--- config.mk ---
export PLATFORM = sky130hd
export DESIGN_NAME = quad_beat_sram_rd
export DESIGN_NICKNAME = d
export VERILOG_FILES = /design/src/rtl/qb_pkg.sv /design/src/rtl/qb_array.sv /design/src/rtl/qb_wr_stage.sv /design/src/rtl/qb_serializer.sv /design/src/rtl/quad_beat_sram_rd.sv
export SDC_FILE = /design/constraint.sdc
export NUM_CORES = 1
export LEC_CHECK = 0
export BUFFER_PORTS_ARGS = -buffer_cell sky130_fd_sc_hd__buf_4
export CORE_ASPECT_RATIO = 0.7
export CORE_MARGIN = 1
export CORE_UTILIZATION = 52
export CTS_CLUSTER_SIZE = 28
export DETAILED_ROUTE_END_ITERATION = 10
export PLACE_DENSITY = 0.64
export SYNTH_ARGS = -nofsm -noshare
export SYNTH_HDL_FRONTEND = slang
export SYNTH_SLANG_ARGS = --single-unit
--- constraint.sdc ---
create_clock -name clk -period 3.9 [get_ports clk]
set_input_delay 0.195 -clock clk [delete_from_list [all_inputs] [get_ports clk]]
set_output_delay 0.195 -clock clk [all_outputs]
set_load 0.005 [all_outputs]
--- src/rtl/qb_pkg.sv ---
package qb_pkg;
  localparam int unsigned BEATS      = 4;  // beats per internal word
  localparam int unsigned READ_SLOTS = 5;  // 2.5 bus cycles in fast slots
  localparam int unsigned MIN_GAP    = 4;  // fast cycles between accepted reads
  localparam int unsigned WR_STAGES  = 2;  // write pipeline depth before commit
endpackage

--- src/rtl/qb_array.sv ---
module qb_array #(
  parameter int unsigned ADDR_W = 4,
  parameter int unsigned WORD_W = 32
) (
  input  logic              clk,
  input  logic              we,
  input  logic [ADDR_W-1:0] waddr,
  input  logic [WORD_W-1:0] wdata,
  input  logic              re,
  input  logic [ADDR_W-1:0] raddr,
  output logic [WORD_W-1:0] rdata
);
  localparam int unsigned DEPTH = 1 << ADDR_W;

  logic [WORD_W-1:0] store [DEPTH];

  always_ff @(posedge clk) begin
    if (we) store[waddr] <= wdata;
  end

  always_ff @(posedge clk) begin
    if (re) rdata <= store[raddr];
  end
endmodule

--- src/rtl/qb_wr_stage.sv ---
module qb_wr_stage #(
  parameter int unsigned ADDR_W = 4,
  parameter int unsigned WORD_W = 32,
  parameter int unsigned STAGES = 2
) (
  input  logic              clk,
  input  logic              rst,
  input  logic              in_v,
  input  logic [ADDR_W-1:0] in_addr,
  input  logic [WORD_W-1:0] in_data,
  output logic              commit_v,
  output logic [ADDR_W-1:0] commit_addr,
  output logic [WORD_W-1:0] commit_data,
  input  logic [ADDR_W-1:0] look_addr,
  output logic              look_hit,
  output logic [WORD_W-1:0] look_data
);
  logic              st_v [STAGES];
  logic [ADDR_W-1:0] st_a [STAGES];
  logic [WORD_W-1:0] st_d [STAGES];

  always_ff @(posedge clk) begin
    if (rst) st_v[0] <= 1'b0;
    else     st_v[0] <= in_v;
    st_a[0] <= in_addr;
    st_d[0] <= in_data;
  end

  for (genvar i = 1; i < STAGES; i++) begin : g_stage
    always_ff @(posedge clk) begin
      if (rst) st_v[i] <= 1'b0;
      else     st_v[i] <= st_v[i-1];
      st_a[i] <= st_a[i-1];
      st_d[i] <= st_d[i-1];
    end
  end

  assign commit_v    = st_v[STAGES-1];
  assign commit_addr = st_a[STAGES-1];
  assign commit_data = st_d[STAGES-1];

  // youngest stage is scanned last so it wins
  always_comb begin
    look_hit  = 1'b0;
    look_data = '0;
    for (int i = STAGES - 1; i >= 0; i--) begin
      if (st_v[i] && st_a[i] == look_addr) begin
        look_hit  = 1'b1;
        look_data = st_d[i];
      end
    end
  end

  // a write pulse on the input always reaches the commit stage
  a_r8_reaches_commit: assert property (@(posedge clk) disable iff (rst)
    $rose(st_v[0]) |-> ##(STAGES-1) commit_v);
endmodule

--- src/rtl/qb_serializer.sv ---
module qb_serializer #(
  parameter int unsigned BEAT_W = 8,
  parameter int unsigned BEATS  = 4
) (
  input  logic                    clk,
  input  logic                    rst,
  input  logic                    load,
  input  logic [BEATS*BEAT_W-1:0] word,
  output logic [BEAT_W-1:0]       q,
  output logic                    qvld
);
  localparam int unsigned IDX_W = $clog2(BEATS);

  logic [BEATS-1:0][BEAT_W-1:0] hold;
  logic [IDX_W-1:0]             bidx;
  logic                         busy;

  always_ff @(posedge clk) begin
    if (rst) begin
      q    <= '0;
      qvld <= 1'b0;
      bidx <= '0;
      busy <= 1'b0;
    end else if (load) begin
      hold <= word;
      q    <= word[BEAT_W-1:0];
      qvld <= 1'b1;
      bidx <= IDX_W'(1);
      busy <= 1'b1;
    end else if (busy) begin
      q    <= hold[bidx];
      qvld <= 1'b1;
      bidx <= bidx + IDX_W'(1);
      busy <= (bidx != IDX_W'(BEATS - 1));
    end else begin
      q    <= '0;
      qvld <= 1'b0;
    end
  end

  // every run of valid ends after four beats (or a multiple)
  a_r4_four_beats: assert property (@(posedge clk) disable iff (rst)
    $fell(qvld) |-> $past(qvld, 4));

  // the first beat is the low quarter of the loaded word
  a_r2_low_first: assert property (@(posedge clk) disable iff (rst)
    load |=> (qvld && q == $past(word[BEAT_W-1:0])));
endmodule

--- src/rtl/quad_beat_sram_rd.sv ---
module quad_beat_sram_rd #(
  parameter int unsigned BEAT_W = 8,
  parameter int unsigned ADDR_W = 4
) (
  input  logic                                clk,
  input  logic                                rst,
  output logic                                k_slot,
  input  logic                                rd_n,
  input  logic [ADDR_W-1:0]                   rd_addr,
  input  logic                                wr_n,
  input  logic [ADDR_W-1:0]                   wr_addr,
  input  logic [qb_pkg::BEATS*BEAT_W-1:0]     wr_word,
  output logic [BEAT_W-1:0]                   q_out,
  output logic                                q_vld,
  output logic                                rd_err
);
  import qb_pkg::*;

  localparam int unsigned WORD_W = BEATS * BEAT_W;
  localparam int unsigned GAP_W  = $clog2(MIN_GAP);
  localparam int unsigned TOK_N  = READ_SLOTS;

  logic              kslot_r;
  logic [GAP_W-1:0]  gap;
  logic              rd_take, rd_drop, wr_take;
  logic [TOK_N-1:0]  tok;
  logic [ADDR_W-1:0] req_addr;

  logic              cm_v;
  logic [ADDR_W-1:0] cm_a;
  logic [WORD_W-1:0] cm_d;
  logic              fw_hit, fw_hit_r;
  logic [WORD_W-1:0] fw_data, fw_data_r;
  logic [WORD_W-1:0] arr_q, fetched;

  assign k_slot  = kslot_r;
  assign rd_take = kslot_r && !rd_n && (gap == '0);
  assign rd_drop = kslot_r && !rd_n && (gap != '0);
  assign wr_take = kslot_r && !wr_n;

  always_ff @(posedge clk) begin
    if (rst) begin
      kslot_r <= 1'b1;
      gap     <= '0;
      tok     <= '0;
      rd_err  <= 1'b0;
    end else begin
      kslot_r <= !kslot_r;
      if (rd_take)        gap <= GAP_W'(MIN_GAP - 1);
      else if (gap != '0) gap <= gap - GAP_W'(1);
      tok    <= {tok[TOK_N-2:0], rd_take};
      rd_err <= rd_drop;
    end
  end

  always_ff @(posedge clk) begin
    if (rd_take) req_addr <= rd_addr;
  end

  qb_wr_stage #(
    .ADDR_W (ADDR_W),
    .WORD_W (WORD_W),
    .STAGES (WR_STAGES)
  ) u_wr (
    .clk         (clk),
    .rst         (rst),
    .in_v        (wr_take),
    .in_addr     (wr_addr),
    .in_data     (wr_word),
    .commit_v    (cm_v),
    .commit_addr (cm_a),
    .commit_data (cm_d),
    .look_addr   (req_addr),
    .look_hit    (fw_hit),
    .look_data   (fw_data)
  );

  qb_array #(
    .ADDR_W (ADDR_W),
    .WORD_W (WORD_W)
  ) u_arr (
    .clk   (clk),
    .we    (cm_v),
    .waddr (cm_a),
    .wdata (cm_d),
    .re    (tok[0]),
    .raddr (req_addr),
    .rdata (arr_q)
  );

  always_ff @(posedge clk) begin
    if (rst) begin
      fw_hit_r <= 1'b0;
    end else if (tok[0]) begin
      fw_hit_r <= fw_hit;
    end
  end

  always_ff @(posedge clk) begin
    if (tok[0]) fw_data_r <= fw_data;
  end

  assign fetched = fw_hit_r ? fw_data_r : arr_q;

  qb_serializer #(
    .BEAT_W (BEAT_W),
    .BEATS  (BEATS)
  ) u_ser (
    .clk  (clk),
    .rst  (rst),
    .load (tok[TOK_N-1]),
    .word (fetched),
    .q    (q_out),
    .qvld (q_vld)
  );

  // a token leaving the delay line puts a beat on the bus next cycle
  a_r3_latency: assert property (@(posedge clk) disable iff (rst)
    tok[TOK_N-1] |=> q_vld);

  // accepted reads in flight are spaced by at least the minimum gap
  a_r5_spacing: assert property (@(posedge clk) disable iff (rst)
    $onehot0(tok[TOK_N-2:0]));

  // an ignored read never starts a fetch
  a_r6_no_issue: assert property (@(posedge clk) disable iff (rst)
    rd_err |-> !tok[0]);

  // reads are only accepted on the rising-bus-edge slot
  a_r7_slot_only: assert property (@(posedge clk) disable iff (rst)
    tok[0] |-> !kslot_r);
endmodule

# [After elaboration in Yosys (flattened, before gate mapping)]
# Memory sizes are Yosys's and may differ from the RTL's. A register that Yosys moved wholly into a read port is not among the register bits.
# Cells that the tools add are included.
[word_totals] ramBits=586 elab_cells=68 mem_count=4 in_bits=44 reg_bits=90 out_inout_bits=11
[mem_list] name="u_arr.store" words=16 width=32 rd=1 rd_ports_with_merged_regs=1 wr=1 line="qb_array.sv:15" source="logic [WORD_W-1:0] store [DEPTH];"
[mem_list] name="u_wr.st_d" words=2 width=32 rd=2 rd_ports_with_merged_regs=0 wr=2 line="qb_wr_stage.sv:20" source="logic [WORD_W-1:0] st_d [STAGES];"
[mem_list] name="u_wr.st_a" words=2 width=4 rd=2 rd_ports_with_merged_regs=0 wr=2 line="qb_wr_stage.sv:19" source="logic [ADDR_W-1:0] st_a [STAGES];"
[mem_list] name="u_wr.st_v" words=2 width=1 rd=2 rd_ports_with_merged_regs=0 wr=2 line="qb_wr_stage.sv:18" source="logic st_v [STAGES];"
[classes] magnitude_cmp=1 n_eq_ne=3 add_sub_neg=2 bitwise=3 reduce_logical=15 n_mux=24
[ops] cell="32-bit two-way mux" count=3
[ops] cell="8-bit two-way mux" count=3
[ops] cell="8-bit binary-select mux with 2-bit select" count=1
[ops] cell="1-bit two-way mux" count=15
[ops] cell="4-bit equality test" count=2
[ops] cell="1-bit logical AND" count=6
[ops] cell="2-bit nonzero test" count=3
[ops] cell="2-bit two-way mux" count=2
[ops] cell="1-bit zero test" count=3
[ops] cell="2-bit by 3-bit < comparator with 1-bit output, second input constant" count=1
[ops] cell="2-bit by 1-bit adder with 2-bit output, second input constant" count=1
[ops] cell="2-bit zero test" count=1
[ops] cell="2-bit != test, second input constant" count=1
[ops] cell="1-bit bitwise OR" count=2
[ops] cell="2-bit AND reduction" count=1
[ops] cell="2-bit OR reduction" count=1
[ops] cell="2-bit by 1-bit subtractor with 2-bit output, second input constant" count=1
[ops] cell="1-bit NOT" count=1

# [Depth between registers and ports, before layout]
# An unclocked memory read counts as a cell.
[depth] ltp_word=5 mapped_depth=7 depth_no_buf=5

# [Cells and area by module]
# Synthesis repeated with hierarchy kept, for this count alone.
[unflattened] cells_unflattened=1270 hier_area_um2=26397.8
[by_module_without_submodules] module="qb_array" n_inst=1 seq_area_each_um2=16335.7 cells_each=838 area_each_um2=20174.3
[by_module_without_submodules] module="qb_wr_stage" n_inst=1 seq_area_each_um2=1481.4 cells_each=237 area_each_um2=2697.6
[by_module_without_submodules] module="quad_beat_sram_rd" n_inst=1 seq_area_each_um2=1281.2 cells_each=103 area_each_um2=1950.6
[by_module_without_submodules] module="qb_serializer" n_inst=1 seq_area_each_um2=1201.2 cells_each=92 area_each_um2=1575.3

# [Worst setup path before layout]
# Ideal clock, no wire load.
[synth_path] path_type="register -> register" from="memory u_wr.st_v[1]" to="memory u_arr.store[0][0] (enable)" stages_incl_launch_ff=3 period_less_slack_ps=3517 t_required_ps=3439 path_buffers=0 t_arrival_ps=3056 setup_slack_ps=383 setup_time_ps=461 cell_sequence="dfxtp_1 or3b_2 nor3_1"
[synth_rtl] item="from (decl)" line="qb_wr_stage.sv:18"
[synth_rtl] item="to (decl)" line="qb_array.sv:15"

==> results.md <==
- Status: finished, final reports clean
- Area contributors post-synth: edfxtp_1, mux4_2, dfxtp_1
- Pre-Repair DR Iteration Count: 5
- Avg Cell Area, Syn: between 15 and 20 µm²
- DRC Markers: 0
- Fmax: just over 0.4 GHz
- Worst slew pin tran: around 1100 ps
- Sw Ratio: approximately 22%
- Largest net degree at the start of global routing: between 80 and 90
- CP max FO: 20
- Net Switching: 3.58 mW
- H-tree levels: 3
- DP HPWL: around 34,000 µm
- Worst EP arrival: 2670 ps
- Maxcap violations: 0
- NumNets Final: about 1,500
- Via density: ~6.0
- Async SR Flop Fraction: 0%
- DR vias: approximately 13,000
- Number of global-route vias before repair: about 13,000
- CTS max path bufs: 3
- Post-Route WL: between 60,000 and 70,000 µm
- Hold/Removal Path Class: primary input to flop
- Setup WS post-layout: between 1000 and 1500 ps
- Post-synthesis cell area: 0.0260 mm²
- Crit-path cells: nand2_1 -> nor2_4 -> buf_4
- IO buf count: 54
- CTS clock-pin slew for the worst setup and hold paths: around 60 ps
- Clock power frac: around two fifths
- CP Capture Type: flop
- Initial antenna violation count: 0
- Pwr Total: roughly 16 mW
- Setup WS pre-CTS: between 1000 and 1500 ps
- Seq pwr share: between 50% and 60%
- Worst path slowest cell: nor2_4
- Logic pwr share: under 10%
- Worst Path Required: roughly 4100 ps
- Static leakage: between 10 and 15 nW
- Initial drt markers: 1,638
- Post-synth top area cell: edfxtp_1
- Most common flop cell mapped by yosys: edfxtp_1
- TritonCTS clock tree: built
- CTS root buf: clkbuf_16
- Final setup viols: 0
- RSZ-0062 raised after global routing: no
- Syn_nets: 1,374
- Fill count: approximately 3,500
- Cell count after synthesis: 1,328
- Rel. slew slack: 27.9%
- Post-DR wirelength/cell: 27.6 µm
- CTS Buf Count: just under 70
- FF+latch count, synth: just over 700
- PD cells: between 500 and 600 mW/mm²
- Clk_skew: 23.5 ps
- VDD IR-drop max: about 0.34 mV
- Crit-path max cell delay: approximately 630 ps
- Crit Path Category: flop to flop
- Tcrit/Tclk final: between 60 and 70%
- Die width: between 200 and 300 µm
- Die height: 189 µm
- Antenna Cells: 0
- I/O pin cnt: 55
- GR Overflow Total: 0
- Area share of the leading cell type in the synthesized netlist: 70.7%
- Initial Util: around 53%
- Final Hold Viols: 0
- Seq/Total Area, Yosys: between 70 and 80%
- Count of cell types in the netlist: 39
- Ys Warns: 0
- P_int: 12.7 mW
- GRT Total Usage: around 24%
- Clock latency at the later pin of the worst-skew pair: between 600 and 700 ps
- Std-Cell Rows: 68
- Post-synth EDFFs: approximately 610
- Final Max Slew Viols: 0
- Die footprint: a little over 0.05 mm²
- Setup TNS: 0 ps
- Delay-heaviest family, CP: simple AND/OR/NAND/NOR gates
- Sink Count: between 700 and 800
- CTS resizes: 0
- Worst setup SP type: flop
- Area grow syn2layout: 15.8%
- GPL Wtd Cong: 0.773
- Worst Path Buf+Inv: 1
- Shortest period the worst path allows: 2430 ps
- Core Region: ~0.049 mm²
- First-pass GRT wire length: 87,900 µm
- Share of cells above drive strength 1: 23.3%
- Post-route ant nets: 0
registers in the layout, indices dropped and copies added (netlist names):
| register | cells |
|---|---|
| fw_hit_r | 1 |
| tok | 5 |
| k_slot | 1 |
| u_ser.bidx | 2 |
| u_wr.st_a | 8 |
| u_wr.st_v | 2 |
| req_addr | 4 |
| u_ser.hold | 32 |
| u_arr.rdata | 32 |
| u_ser.qvld | 1 |
| u_ser.q | 8 |
| gap | 2 |
| rd_err | 1 |
| u_wr.st_d | 64 |
| u_ser.busy | 1 |
| u_arr.store | 512 |
| fw_data_r | 32 |
final cells by class:
type                    count  area (µm²)  share of cell area, %
multi-input cells         508        5310                   17.6
clock buffers              90        1900                   6.30
clock inverters            35         348                   1.16
well taps                 665         832                   2.76
flip-flops and latches    708       20300                   67.5
inverters                  40         150                  0.499
repair buffers            144        1260                   4.20
power groups by stage:
stage | Sequential [mW] | Clock, mW | Combinational, mW
2_1_floorplan | 8.64 | 0 | 0.749
3_3_place_gp | 8.72 | 0 | 1.07
3_5_place_dp | 8.73 | 0 | 1.08
4_1_cts | 8.57 | 6.72 | 1.12
5_1_grt | 8.58 | 7.02 | 1.20
6_report | 8.57 | 6.63 | 1.12
cell usage in the layout, fill, tap and decap left out, drive strengths merged, types with 8 or more instances in the layout:
master       netlist  layout
edfxtp           612     612
buf               45     101
mux2i             98      98
dfxtp             96      96
clkbuf            27      90
mux4              88      88
a22oi             88      88
dlygate4sd3        0      43
inv               39      43
nor3              38      38
nand2             35      35
mux2              32      32
a31o              32      32
nor2              29      29
nand3             26      26
clkinv             1      24
a32o               8       8
logic make-up after synthesis:
kind of cell	synth area share, %
adders and majority gates	0.0962
xor gates and xnor gates	0.202
buffers and inverters	1.98
muxes	12.8
AOI/OAI and AO/OA	4.12
and+or+nand+nor	2.73
DFF	78.1
per-stage QoR:
stage	util [%]	area, µm²	std cells	hold WS, ps
final	61.0	30100	2190	232
after floorplan	-	26000	1328	223
after global placement	55.6	27400	2022	300
after detailed placement	55.6	27400	2022	301
after CTS	61.0	30100	2190	198
after global routing	61.0	30100	2190	213
worst reg2reg max path: cells and delay by family, from the launching register on:
kind	cells	cell delay [ps]
AND/OR/NAND/NOR	2	960
flip-flops	1	550
buffers and inverters	1	550
repair_timing:
| item | CTS | global route |
|---|---|---|
| hold endpoints to repair | 56 | 0 |
| hold buffers | 43 | 0 |
| buffers inserted | 0 | 0 |
synth_stat cells (all sizes together) (4+ instances only):
cell / number
a22oi: 88
a31o: 32
edfxtp: 612
nand3: 26
nand2: 35
mux2i: 98
nor2b: 7
nor2: 29
xnor2: 4
nor3: 38
mux4: 88
inv: 39
clkbuf: 27
a32o: 8
dfxtp: 96
buf: 45
mux2: 32
metal layers:
layer	GRT usage (%)	wire, µm
met1	36.0	26900
met2	36.2	27400
met3	6.06	5030
met4	5.73	1110
met5	0	0
worst paths after layout:
kind / cells past startpoint / to / startpoint / slack (ps)
worst max-delay path: 3 / u_arr.store[11][13] / u_wr.st_a[0][4] / 1470
worst max register to register: 3 / u_arr.store[11][13] / u_wr.st_a[0][4] / 1470
worst min register to register: 0 / u_wr.st_d[0][46] / u_wr.st_d[0][14] / 350
worst min-delay path: 2 / u_wr.st_d[0][22] / wr_word[22] / 230
Note: power is estimated with default switching activity, not from simulation.
